--- config.mk ---
export PLATFORM = sky130hd
export DESIGN_NAME = spi_status_ctrl
export DESIGN_NICKNAME = d
export VERILOG_FILES = /design/src/rtl/spi_st_pkg.sv /design/src/rtl/spi_st_frontend.sv /design/src/rtl/spi_st_readout.sv /design/src/rtl/spi_st_core.sv /design/src/rtl/spi_status_ctrl.sv
export SDC_FILE = /design/constraint.sdc
export NUM_CORES = 1
export LEC_CHECK = 0
export BUFFER_PORTS_ARGS = -buffer_cell sky130_fd_sc_hd__clkbuf_2
export CAP_MARGIN = 10
export CELL_PAD_IN_SITES_DETAIL_PLACEMENT = 1
export CELL_PAD_IN_SITES_GLOBAL_PLACEMENT = 1
export CORE_MARGIN = 3
export CORE_UTILIZATION = 41
export DETAILED_ROUTE_END_ITERATION = 10
export PLACE_DENSITY_LB_ADDON = 0.2
export SYNTH_ARGS = -nofsm -noshare
export SYNTH_HDL_FRONTEND = slang
export SYNTH_SLANG_ARGS = --single-unit
--- constraint.sdc ---
create_clock -name clk -period 2.4 [get_ports clk]
set_input_delay 0.72 -clock clk [delete_from_list [all_inputs] [get_ports clk]]
set_output_delay 0.72 -clock clk [all_outputs]
set_load 0.005 [all_outputs]
--- src/rtl/spi_st_pkg.sv ---
package spi_st_pkg;

  localparam logic [7:0] OP_LATCH_ON  = 8'h06;
  localparam logic [7:0] OP_LATCH_OFF = 8'h04;
  localparam logic [7:0] OP_RD_STAT1  = 8'h05;
  localparam logic [7:0] OP_RD_STAT2  = 8'h35;
  localparam logic [7:0] OP_WR_STAT   = 8'h01;
  localparam logic [7:0] OP_PAUSE     = 8'h75;
  localparam logic [7:0] OP_CONTINUE  = 8'h7A;

  // Writable bits of each status register
  localparam logic [7:0] STAT1_WMASK = 8'hFC;
  localparam logic [7:0] STAT2_WMASK = 8'h7F;

  localparam int B_BUSY  = 0;  // status-1
  localparam int B_LATCH = 1;  // status-1
  localparam int B_QUAD  = 1;  // status-2
  localparam int B_PAUSE = 7;  // status-2

  typedef enum logic [2:0] {
    CK_NONE, CK_LATCH_ON, CK_LATCH_OFF, CK_STWR,
    CK_ER_ADDR, CK_ER_ALL, CK_PROG, CK_PAUSE_RES
  } cmd_kind_e;

  function automatic cmd_kind_e classify(input logic [7:0] op);
    case (op)
      OP_LATCH_ON:                 return CK_LATCH_ON;
      OP_LATCH_OFF:                return CK_LATCH_OFF;
      OP_WR_STAT:                  return CK_STWR;
      8'h20, 8'h52, 8'hD8, 8'h44:  return CK_ER_ADDR;
      8'hC7, 8'h60:                return CK_ER_ALL;
      8'h02, 8'h32, 8'h42:         return CK_PROG;
      OP_PAUSE, OP_CONTINUE:       return CK_PAUSE_RES;
      default:                     return CK_NONE;
    endcase
  endfunction

  function automatic logic is_erase(input logic [7:0] op);
    cmd_kind_e k;
    k = classify(op);
    return (k == CK_ER_ADDR) || (k == CK_ER_ALL);
  endfunction

endpackage

--- src/rtl/spi_st_frontend.sv ---
module spi_st_frontend #(
  parameter int CNT_W = 12
) (
  input  logic             clk,
  input  logic             rst,
  input  logic             sclk,
  input  logic             cs_n,
  input  logic             di,
  output logic             sel,
  output logic             sclk_rise,
  output logic             sclk_fall,
  output logic             frame_end,
  output logic [CNT_W-1:0] bit_cnt,
  output logic [7:0]       opcode,
  output logic [23:0]      addr,
  output logic [15:0]      tail
);
  localparam logic [CNT_W-1:0] CNT_MAX = '1;

  logic [2:0]  sclk_p;
  logic [2:0]  cs_p;
  logic [1:0]  di_p;
  logic [22:0] sh;

  assign sel       = ~cs_p[1];
  assign sclk_rise = sclk_p[1] & ~sclk_p[2];
  assign sclk_fall = ~sclk_p[1] & sclk_p[2];
  assign frame_end = cs_p[1] & ~cs_p[2];
  assign tail      = sh[15:0];

  always_ff @(posedge clk) begin
    if (rst) begin
      sclk_p <= '0;
      cs_p   <= '1;
      di_p   <= '0;
    end else begin
      sclk_p <= {sclk_p[1:0], sclk};
      cs_p   <= {cs_p[1:0], cs_n};
      di_p   <= {di_p[0], di};
    end
  end

  always_ff @(posedge clk) begin
    if (rst) begin
      bit_cnt <= '0;
      sh      <= '0;
      opcode  <= '0;
      addr    <= '0;
    end else if (!sel) begin
      bit_cnt <= '0;
    end else if (sclk_rise) begin
      sh <= {sh[21:0], di_p[1]};
      if (bit_cnt != CNT_MAX) bit_cnt <= bit_cnt + 1'b1;
      if (bit_cnt == CNT_W'(7))  opcode <= {sh[6:0], di_p[1]};
      if (bit_cnt == CNT_W'(31)) addr   <= {sh[22:0], di_p[1]};
    end
  end
endmodule

--- src/rtl/spi_st_readout.sv ---
module spi_st_readout
  import spi_st_pkg::*;
(
  input  logic       clk,
  input  logic       rst,
  input  logic       sel,
  input  logic       sclk_fall,
  input  logic       rd_phase,
  input  logic [7:0] opcode,
  input  logic [7:0] stat1,
  input  logic [7:0] stat2,
  output logic       do_o
);
  logic [2:0] idx;
  logic [7:0] cur;
  logic       active;

  always_comb begin
    cur    = (opcode == OP_RD_STAT2) ? stat2 : stat1;
    active = rd_phase && ((opcode == OP_RD_STAT1) || (opcode == OP_RD_STAT2));
  end

  always_ff @(posedge clk) begin
    if (rst || !sel) begin
      idx  <= '0;
      do_o <= 1'b0;
    end else if (sclk_fall && active) begin
      do_o <= cur[3'd7 - idx];
      idx  <= idx + 1'b1;
    end
  end
endmodule

--- src/rtl/spi_st_core.sv ---
module spi_st_core
  import spi_st_pkg::*;
#(
  parameter int CNT_W      = 12,
  parameter int PAGE_BYTES = 256
) (
  input  logic             clk,
  input  logic             rst,
  input  logic             frame_end,
  input  logic [CNT_W-1:0] bit_cnt,
  input  logic [7:0]       opcode,
  input  logic [23:0]      addr,
  input  logic [15:0]      tail,
  input  logic             op_done,
  output logic [7:0]       stat1,
  output logic [7:0]       stat2,
  output logic             op_start,
  output logic [7:0]       op_code,
  output logic [23:0]      op_addr,
  output logic             sus_req,
  output logic             res_req
);
  localparam int PROG_MAX = 32 + 8 * PAGE_BYTES;

  cmd_kind_e  kind;
  logic       len8, len16, len24, len32, len_prog;
  logic       busy, latch, paused, pe_run;
  logic       acc_on, acc_off, acc_wr, acc_er, acc_pg, acc_sus, acc_res;
  logic [7:0] wr1;

  assign busy   = stat1[B_BUSY];
  assign latch  = stat1[B_LATCH];
  assign paused = stat2[B_PAUSE];

  always_comb begin
    kind     = classify(opcode);
    len8     = bit_cnt == CNT_W'(8);
    len16    = bit_cnt == CNT_W'(16);
    len24    = bit_cnt == CNT_W'(24);
    len32    = bit_cnt == CNT_W'(32);
    len_prog = (bit_cnt >= CNT_W'(40)) && (bit_cnt <= CNT_W'(PROG_MAX))
               && (bit_cnt[2:0] == 3'd0);
    acc_on   = frame_end && kind == CK_LATCH_ON  && len8 && !busy;
    acc_off  = frame_end && kind == CK_LATCH_OFF && len8 && !busy;
    acc_wr   = frame_end && kind == CK_STWR && (len16 || len24)
               && !busy && latch && !paused;
    acc_er   = frame_end && ((kind == CK_ER_ADDR && len32) || (kind == CK_ER_ALL && len8))
               && !busy && latch && !paused;
    acc_pg   = frame_end && kind == CK_PROG && len_prog && !busy && latch;
    acc_sus  = frame_end && opcode == OP_PAUSE && len8 && busy && pe_run && !paused;
    acc_res  = frame_end && opcode == OP_CONTINUE && len8 && !busy && paused;
    wr1      = len24 ? tail[15:8] : tail[7:0];
  end

  always_ff @(posedge clk) begin
    if (rst) begin
      stat1    <= '0;
      stat2    <= '0;
      op_start <= 1'b0;
      op_code  <= '0;
      op_addr  <= '0;
      sus_req  <= 1'b0;
      res_req  <= 1'b0;
      pe_run   <= 1'b0;
    end else begin
      op_start <= acc_wr | acc_er | acc_pg;
      sus_req  <= acc_sus;
      res_req  <= acc_res;
      if (acc_on)  stat1[B_LATCH] <= 1'b1;
      if (acc_off) stat1[B_LATCH] <= 1'b0;
      if (acc_wr) begin
        stat1 <= (stat1 & ~STAT1_WMASK) | (wr1 & STAT1_WMASK);
        if (len24) stat2 <= (stat2 & ~STAT2_WMASK) | (tail[7:0] & STAT2_WMASK);
      end
      if (acc_wr || acc_er || acc_pg) begin
        op_code        <= opcode;
        op_addr        <= ((acc_er && len32) || acc_pg) ? addr : 24'h0;
        stat1[B_BUSY]  <= 1'b1;
        pe_run         <= !acc_wr;
      end
      if (acc_sus) begin
        stat1[B_BUSY]  <= 1'b0;
        stat2[B_PAUSE] <= 1'b1;
      end
      if (acc_res) begin
        stat1[B_BUSY]  <= 1'b1;
        stat2[B_PAUSE] <= 1'b0;
        pe_run         <= 1'b1;
      end
      if (op_done && busy) begin
        stat1[B_BUSY]  <= 1'b0;
        stat1[B_LATCH] <= 1'b0;
      end
    end
  end
endmodule

--- src/rtl/spi_status_ctrl.sv ---
module spi_status_ctrl #(
  parameter int PAGE_BYTES = 256
) (
  input  logic        clk,
  input  logic        rst,
  input  logic        sclk,
  input  logic        cs_n,
  input  logic        di,
  input  logic        op_done,
  output logic        do_o,
  output logic        op_start,
  output logic [7:0]  op_code,
  output logic [23:0] op_addr,
  output logic        sus_req,
  output logic        res_req
);
  localparam int CNT_W = $clog2(32 + 8 * PAGE_BYTES + 2);

  logic             sel, sclk_rise, sclk_fall, frame_end, rd_phase;
  logic [CNT_W-1:0] bit_cnt;
  logic [7:0]       opcode;
  logic [23:0]      addr;
  logic [15:0]      tail;
  logic [7:0]       stat1_w, stat2_w;
  logic             unused_rise;

  assign rd_phase    = sel && (bit_cnt >= CNT_W'(8));
  assign unused_rise = sclk_rise;

  spi_st_frontend #(.CNT_W(CNT_W)) u_front (
    .clk(clk), .rst(rst), .sclk(sclk), .cs_n(cs_n), .di(di),
    .sel(sel), .sclk_rise(sclk_rise), .sclk_fall(sclk_fall),
    .frame_end(frame_end), .bit_cnt(bit_cnt), .opcode(opcode),
    .addr(addr), .tail(tail)
  );

  spi_st_core #(.CNT_W(CNT_W), .PAGE_BYTES(PAGE_BYTES)) u_core (
    .clk(clk), .rst(rst), .frame_end(frame_end), .bit_cnt(bit_cnt),
    .opcode(opcode), .addr(addr), .tail(tail), .op_done(op_done),
    .stat1(stat1_w), .stat2(stat2_w), .op_start(op_start),
    .op_code(op_code), .op_addr(op_addr), .sus_req(sus_req), .res_req(res_req)
  );

  spi_st_readout u_read (
    .clk(clk), .rst(rst), .sel(sel), .sclk_fall(sclk_fall),
    .rd_phase(rd_phase), .opcode(opcode), .stat1(stat1_w),
    .stat2(stat2_w), .do_o(do_o)
  );
endmodule

After elaboration in Yosys (flattened, before gate mapping)

Index checks and enable logic that the tools add are counted.
W data, S select, Z words.

Register bits after elaboration: 131
Logic and storage cells: 150

Add/sub/neg operators: 3
Order comparisons: 4
Eq/ne operators: 29
Multiplexer cells: 17
Bitwise gates (word level): 11
Reductions and logical operators: 66

Operator list:

| kind                    | number |
|---|---|
| $eq A8 B7 Y1 const B    | 6 |
| $logic_and A1 B1 Y1     | 37 |
| $eq A12 B5 Y1 const B   | 3 |
| $mux W8                 | 4 |
| $eq A8 B3 Y1 const B    | 3 |
| $eq A8 B6 Y1 const B    | 3 |
| $mux W24                | 1 |
| $pmux W3 S7             | 1 |
| $eq A8 B8 Y1 const B    | 2 |
| $add A12 B1 Y12 const B | 1 |
| $eq A12 B3 Y1 const B   | 1 |
| $eq A12 B4 Y1 const B   | 1 |
| $eq A12 B6 Y1 const B   | 1 |
| $ge A12 B4 Y1 const B   | 1 |
| $ge A12 B6 Y1 const B   | 1 |
| $le A12 B12 Y1 const B  | 1 |
| $ne A12 B12 Y1 const B  | 1 |
| $reduce_or A2 Y1        | 5 |
| $eq A3 B3 Y1 const B    | 3 |
| $mux W1                 | 9 |
| $eq A8 B1 Y1 const B    | 1 |
| $eq A8 B2 Y1 const B    | 1 |
| $or A2 B8 Y8            | 1 |
| $or A8 B7 Y8            | 1 |
| other kinds (20)        | 41 |

Logic depth before layout (Yosys ltp)

Word-level depth: 15
Gate-level depth with buffers: 10

Modules after synthesis

From an unflattened synthesis, not the netlist that was laid out.

Cells, all modules: 692
Area total of the unflattened synthesis: 6284.8 um2

By module, submodules not included:

| module          | times used | cells each | area an instance (um2) | sequential area each (um2) |
|---|---|---|---|---|
| spi_st_frontend | 1          | 343        | 3160.5                 | 1501.4 |
| spi_st_core     | 1          | 311        | 2732.6                 | 1041.0 |
| spi_st_readout  | 1          | 33         | 366.6                  | 80.1 |
| spi_status_ctrl | 1          | 5          | 25.0                   | 0.0 |

Worst setup path before layout

No wires, ideal clock.

Path type: register to register
Start point: register u_front.opcode[1]
End point: register u_read.do_o
Setup time: 124 ps
Arrival: 2336 ps
Data required time: 2276 ps
Path slack: -60 ps
Cell stages (with the launch flop): 8
Buffers on the path: 1
Period minus slack after synthesis: 2460 ps
Path through: dfxtp_1 -> clkbuf_1 -> nand4bb_1 -> nor4b_4 -> mux4_2 -> mux4_2 -> mux2i_1 -> nor2_1

Word-level cells in the longest chain between the ends: 4

RTL lines:

| element                                                              | RTL line                                   | RTL |
|---|---|---|
| start: declaration                                                   | spi_st_frontend.sv:14                      | `output logic [7:0] opcode,` |
| start signal: assignment                                             | spi_st_frontend.sv:54                      | `if (bit_cnt == CNT_W'(7)) opcode <= {sh[6:0], di_p[1]};` |
| $eq A8 B6 Y1 or $eq A8 B3 Y1 (tied branches)                         | spi_st_readout.sv:19, spi_st_readout.sv:20 |  |
| $mux W8 or $logic_or A1 B1 Y1 (tied branches)                        | spi_st_readout.sv:19, spi_st_readout.sv:20 |  |
| $bmux W1 S3 or $logic_and A1 B1 Y1 (tied branches)                   | spi_st_readout.sv:28, spi_st_readout.sv:20 |  |
| $mux W1 (implied by the code) or $logic_and A1 B1 Y1 (tied branches) | spi_st_readout.sv:28, spi_st_readout.sv:27 |  |
| end signal: assignment                                               | spi_st_readout.sv:28                       | `do_o <= cur[3'd7 - idx];` |
| end: declaration                                                     | spi_st_readout.sv:12                       | `output logic do_o` |

Several ways; a longest one is shown, not always the timed one. The select of a mux whose other input is x is not followed.
A chain may end at the register's enable or synchronous reset.

Worst setup path after layout

Start point: register u_front.opcode[3]
End point: register u_read.do_o

The elaborated chain is that of the path after synthesis.

==> impl_metrics.yaml <==
setup_path:
  critPathRequiredTime_ps: 2690
  crit_chain: "nand4bb_4 -> nor4b_4 -> buf_6 -> mux4_2 -> mux4_2 -> mux2i_1 -> nor2_1"
  start_kind: "flip-flop"
  critPathArrivalTime_ps: 2660
  critPathTopFamily: "multiplexers"
  path_common_cell: "mux4_2"
  cp_max_fo: 7
  crit_type: "reg -> reg"
  path_buf_inv: 1
  crit_slowest_cell: "mux4_2"
  max_stage_delay_ps: 510
  end_kind: "flip-flop"
  r2r_slack_ps: 30
routing:
  wl_per_cell_um: 17.2
  vias: 4852
  wirelength_mm: 15.4
  firstDrtPassIters: 4
  antenna_left: 0
  via_per_inst: 5.40
  first_iter_violations: 224
  drc: 0
finish:
  seq_area_sq_um: 2630
  fin_nets: 718
  diodes: 0
  fillCellCount: 1616
  multiInputGateArea_sq_um: 2780
  fin_cells: 898
  drive_gt1_share_pct: 19.0
  area_growth_pct: 22.3
  final_area_sq_um: 6840
  final_cell_mix: "dfxtp_1 (129), nand2_1 (128), a21oi_1 (60)"
  final_common_cell: "dfxtp_1"
pwr:
  irDropWorstVdd_mv: 0.508
  total_power_w: 0.00496
  p_per_area_nw_per_um2: 724
  power.leakage_nw: 2.49
clock_tree:
  ctsRootBufferMaster: "clkbuf_16"
  htreeDepth: 4
  cts_made_buffers: 17
  cts_buffer_depth: 2
  cts_sinks: 131
  cts_tree: "built"
  clock_latency_ps: 420
  clk_pin_slew_worst_paths_ps: 60
placement:
  dp_hpwl_mm: 10.6
  dpl_cell_area_sq_um: 6190
  gp_congestion: 0.879
  place_inst: 865
  portBuffers: 41
synthesis:
  yosysTopAreaCell: "dfxtp_1"
  yosys.cell_types.count: 59
  synthArstFlopShare_pct: 0
  synth_edf_count: 0
  synth_area_leaders: "dfxtp_1 (47%), nand2_1 (8.6%), mux2i_1 (5.7%)"
  syn_avg_cell_area_sq_um: 8.52
  yosys_warnings: 0
  yosysTopAreaCellShare_pct: 46.9
  synth_ff_type: "dfxtp_1"
  syn-num-nets: 665
  syn_inst: 656
  yosysSeqAreaShare_pct: 46.9
  syn_area_sq_um: 5590
  synth_seq_cells: 131
floorplanning:
  start_util_pct: 42.1
  die_w_um: 123
  die_area_sq_um: 15100
  die_y_um: 123
  io_pins: 42
  coreArea_sq_um: 13300
  std_cell_rows: 42
timing:
  worstMarginPinSlew_ps: 560
  drv_slew: 0
  rsz0062_at_grt: "yes"
  finalHoldViolations: 0
  setup_viol: 0
  fmax_mhz: 423
  clock_skew_ps: 14.8
  min_period_ps: 2370
  holdWs_ps: 410
  slew_headroom_pct: 62.3
  finalSetupTns_ps: 0
  post-route-period-util_pct: 98.6
global_route:
  grt_pass1_vias: 4957
  grt_pass1_wl_mm: 25.2
  grt_antenna_before_repair: 0
  grt_usage_pct: 21.5
  overflow: 0
  grt_max_degree: 63
hold_path:
  hp-class: "reg -> reg"
flow_run:
  maxCapViolations: 0
run_status:
  status: "complete, no violations"
==> synthesized netlist by cell type, types with 2 or more instances <==
cell type    n
nor2_1      54
buf_2       14
nor3_2       2
or2_2        3
a31oi_1      2
and3_1       5
nand2b_1    19
nand4b_1     2
dfxtp_1    131
mux4_2       5
a21oi_1     60
o41ai_1      2
nor4bb_1     3
or3_1        4
o21ai_1      5
and2_1       2
nor3_1      10
and4b_1      2
clkbuf_1    33
nand4_1     11
nor2b_1     14
o2111ai_1    2
o21ai_0     27
ha_1         3
xor2_1       6
a211oi_1     2
inv_1        6
nand2_1    128
and4_1       4
mux2i_1     32
o31a_1       3
nand3_1     29
xnor2_1      5
==> power by group <==
part	internal [W]	leakage, nW	switching [W]
registers	0.00218	1.06	0.00000290
logic	0.0000242	1.14	0.0000539
clock network	0.00168	0.289	0.00101
==> final cells by class <==
cell class              count  share of cell area (%)
well taps                 176                    3.22
inverters                   6                   0.329
flip-flops and latches    131                    38.4
multi-input cells         471                    40.7
clock buffers              19                    6.48
clock inverters            13                    2.56
repair buffers             82                    8.34
==> worst paths after layout <==
check                                               startpoint                          to  depth (start not counted)
worst max-delay path            u_front.opcode[3]$_SDFFE_PP0P_    u_read.do_o$_SDFFE_PP0P_                          7
worst min-delay path                u_front.cs_p[0]$_SDFF_PP1_  u_front.cs_p[1]$_SDFF_PP1_                          1
worst max register to register  u_front.opcode[3]$_SDFFE_PP0P_    u_read.do_o$_SDFFE_PP0P_                          7
worst min register to register      u_front.cs_p[0]$_SDFF_PP1_  u_front.cs_p[1]$_SDFF_PP1_                          1
==> metal layers <==
metal / routed length [um] / global-route usage [%] / vias up
li1: - / - / 2371
met1: 7150 / 27.6 / 2392
met2: 7630 / 35.7 / 74
met3: 471 / 4.19 / 15
met4: 183 / 7.70 / 0
met5: 0 / 0 / -
==> registers in the layout (all words and copies together), names as in the netlist <==
name / flops
u_core.stat1: 8
u_front.sclk_p: 3
u_core.stat2: 8
u_front.di_p: 2
u_read.idx: 3
u_front.bit_cnt: 12
u_front.addr: 24
u_front.cs_p: 3
u_front.sh: 23
u_core.op_code: 8
u_read.do_o: 1
u_core.op_addr: 24
u_core.sus_req: 1
u_core.op_start: 1
u_core.pe_run: 1
u_core.res_req: 1
u_front.opcode: 8
==> cells by family (layout without fill, tap and decap cells) <==
group / Yosys count / after routing / synth area share (%)
AND/OR/NAND/NOR: 303 / 303 / 26.7
XOR/XNOR: 11 / 11 / 1.72
AO/OA/AOI/OAI: 117 / 117 / 12.4
flip-flops: 131 / 131 / 46.9
multiplexers: 37 / 37 / 7.74
adder cells (fa/ha/maj): 3 / 3 / 0.671
buffers and inverters: 54 / 120 / 3.96
==> metrics by stage <==
| stage | setup slack [ps] | utilization (%) |
|---|---|---|
| floorplan | 24.1 | - |
| global placement | 81.1 | 46.6 |
| detailed placement | -7.99 | 46.6 |
| CTS | 13.8 | 51.3 |
| global route | -48.7 | 51.4 |
| finish | 34.3 | 51.4 |
==> timing repair <==
| action | in CTS | in global routing |
|---|---|---|
| setup buffers | 0 | 1 |
| hold buffers | 0 | 0 |
| resized for setup | 3 | 5 |
| setup endpoints to repair | 9 | 36 |
| hold endpoints to repair | 0 | 0 |
| pin swaps | 0 | 1 |
Power figures use the tool's default switching activity.
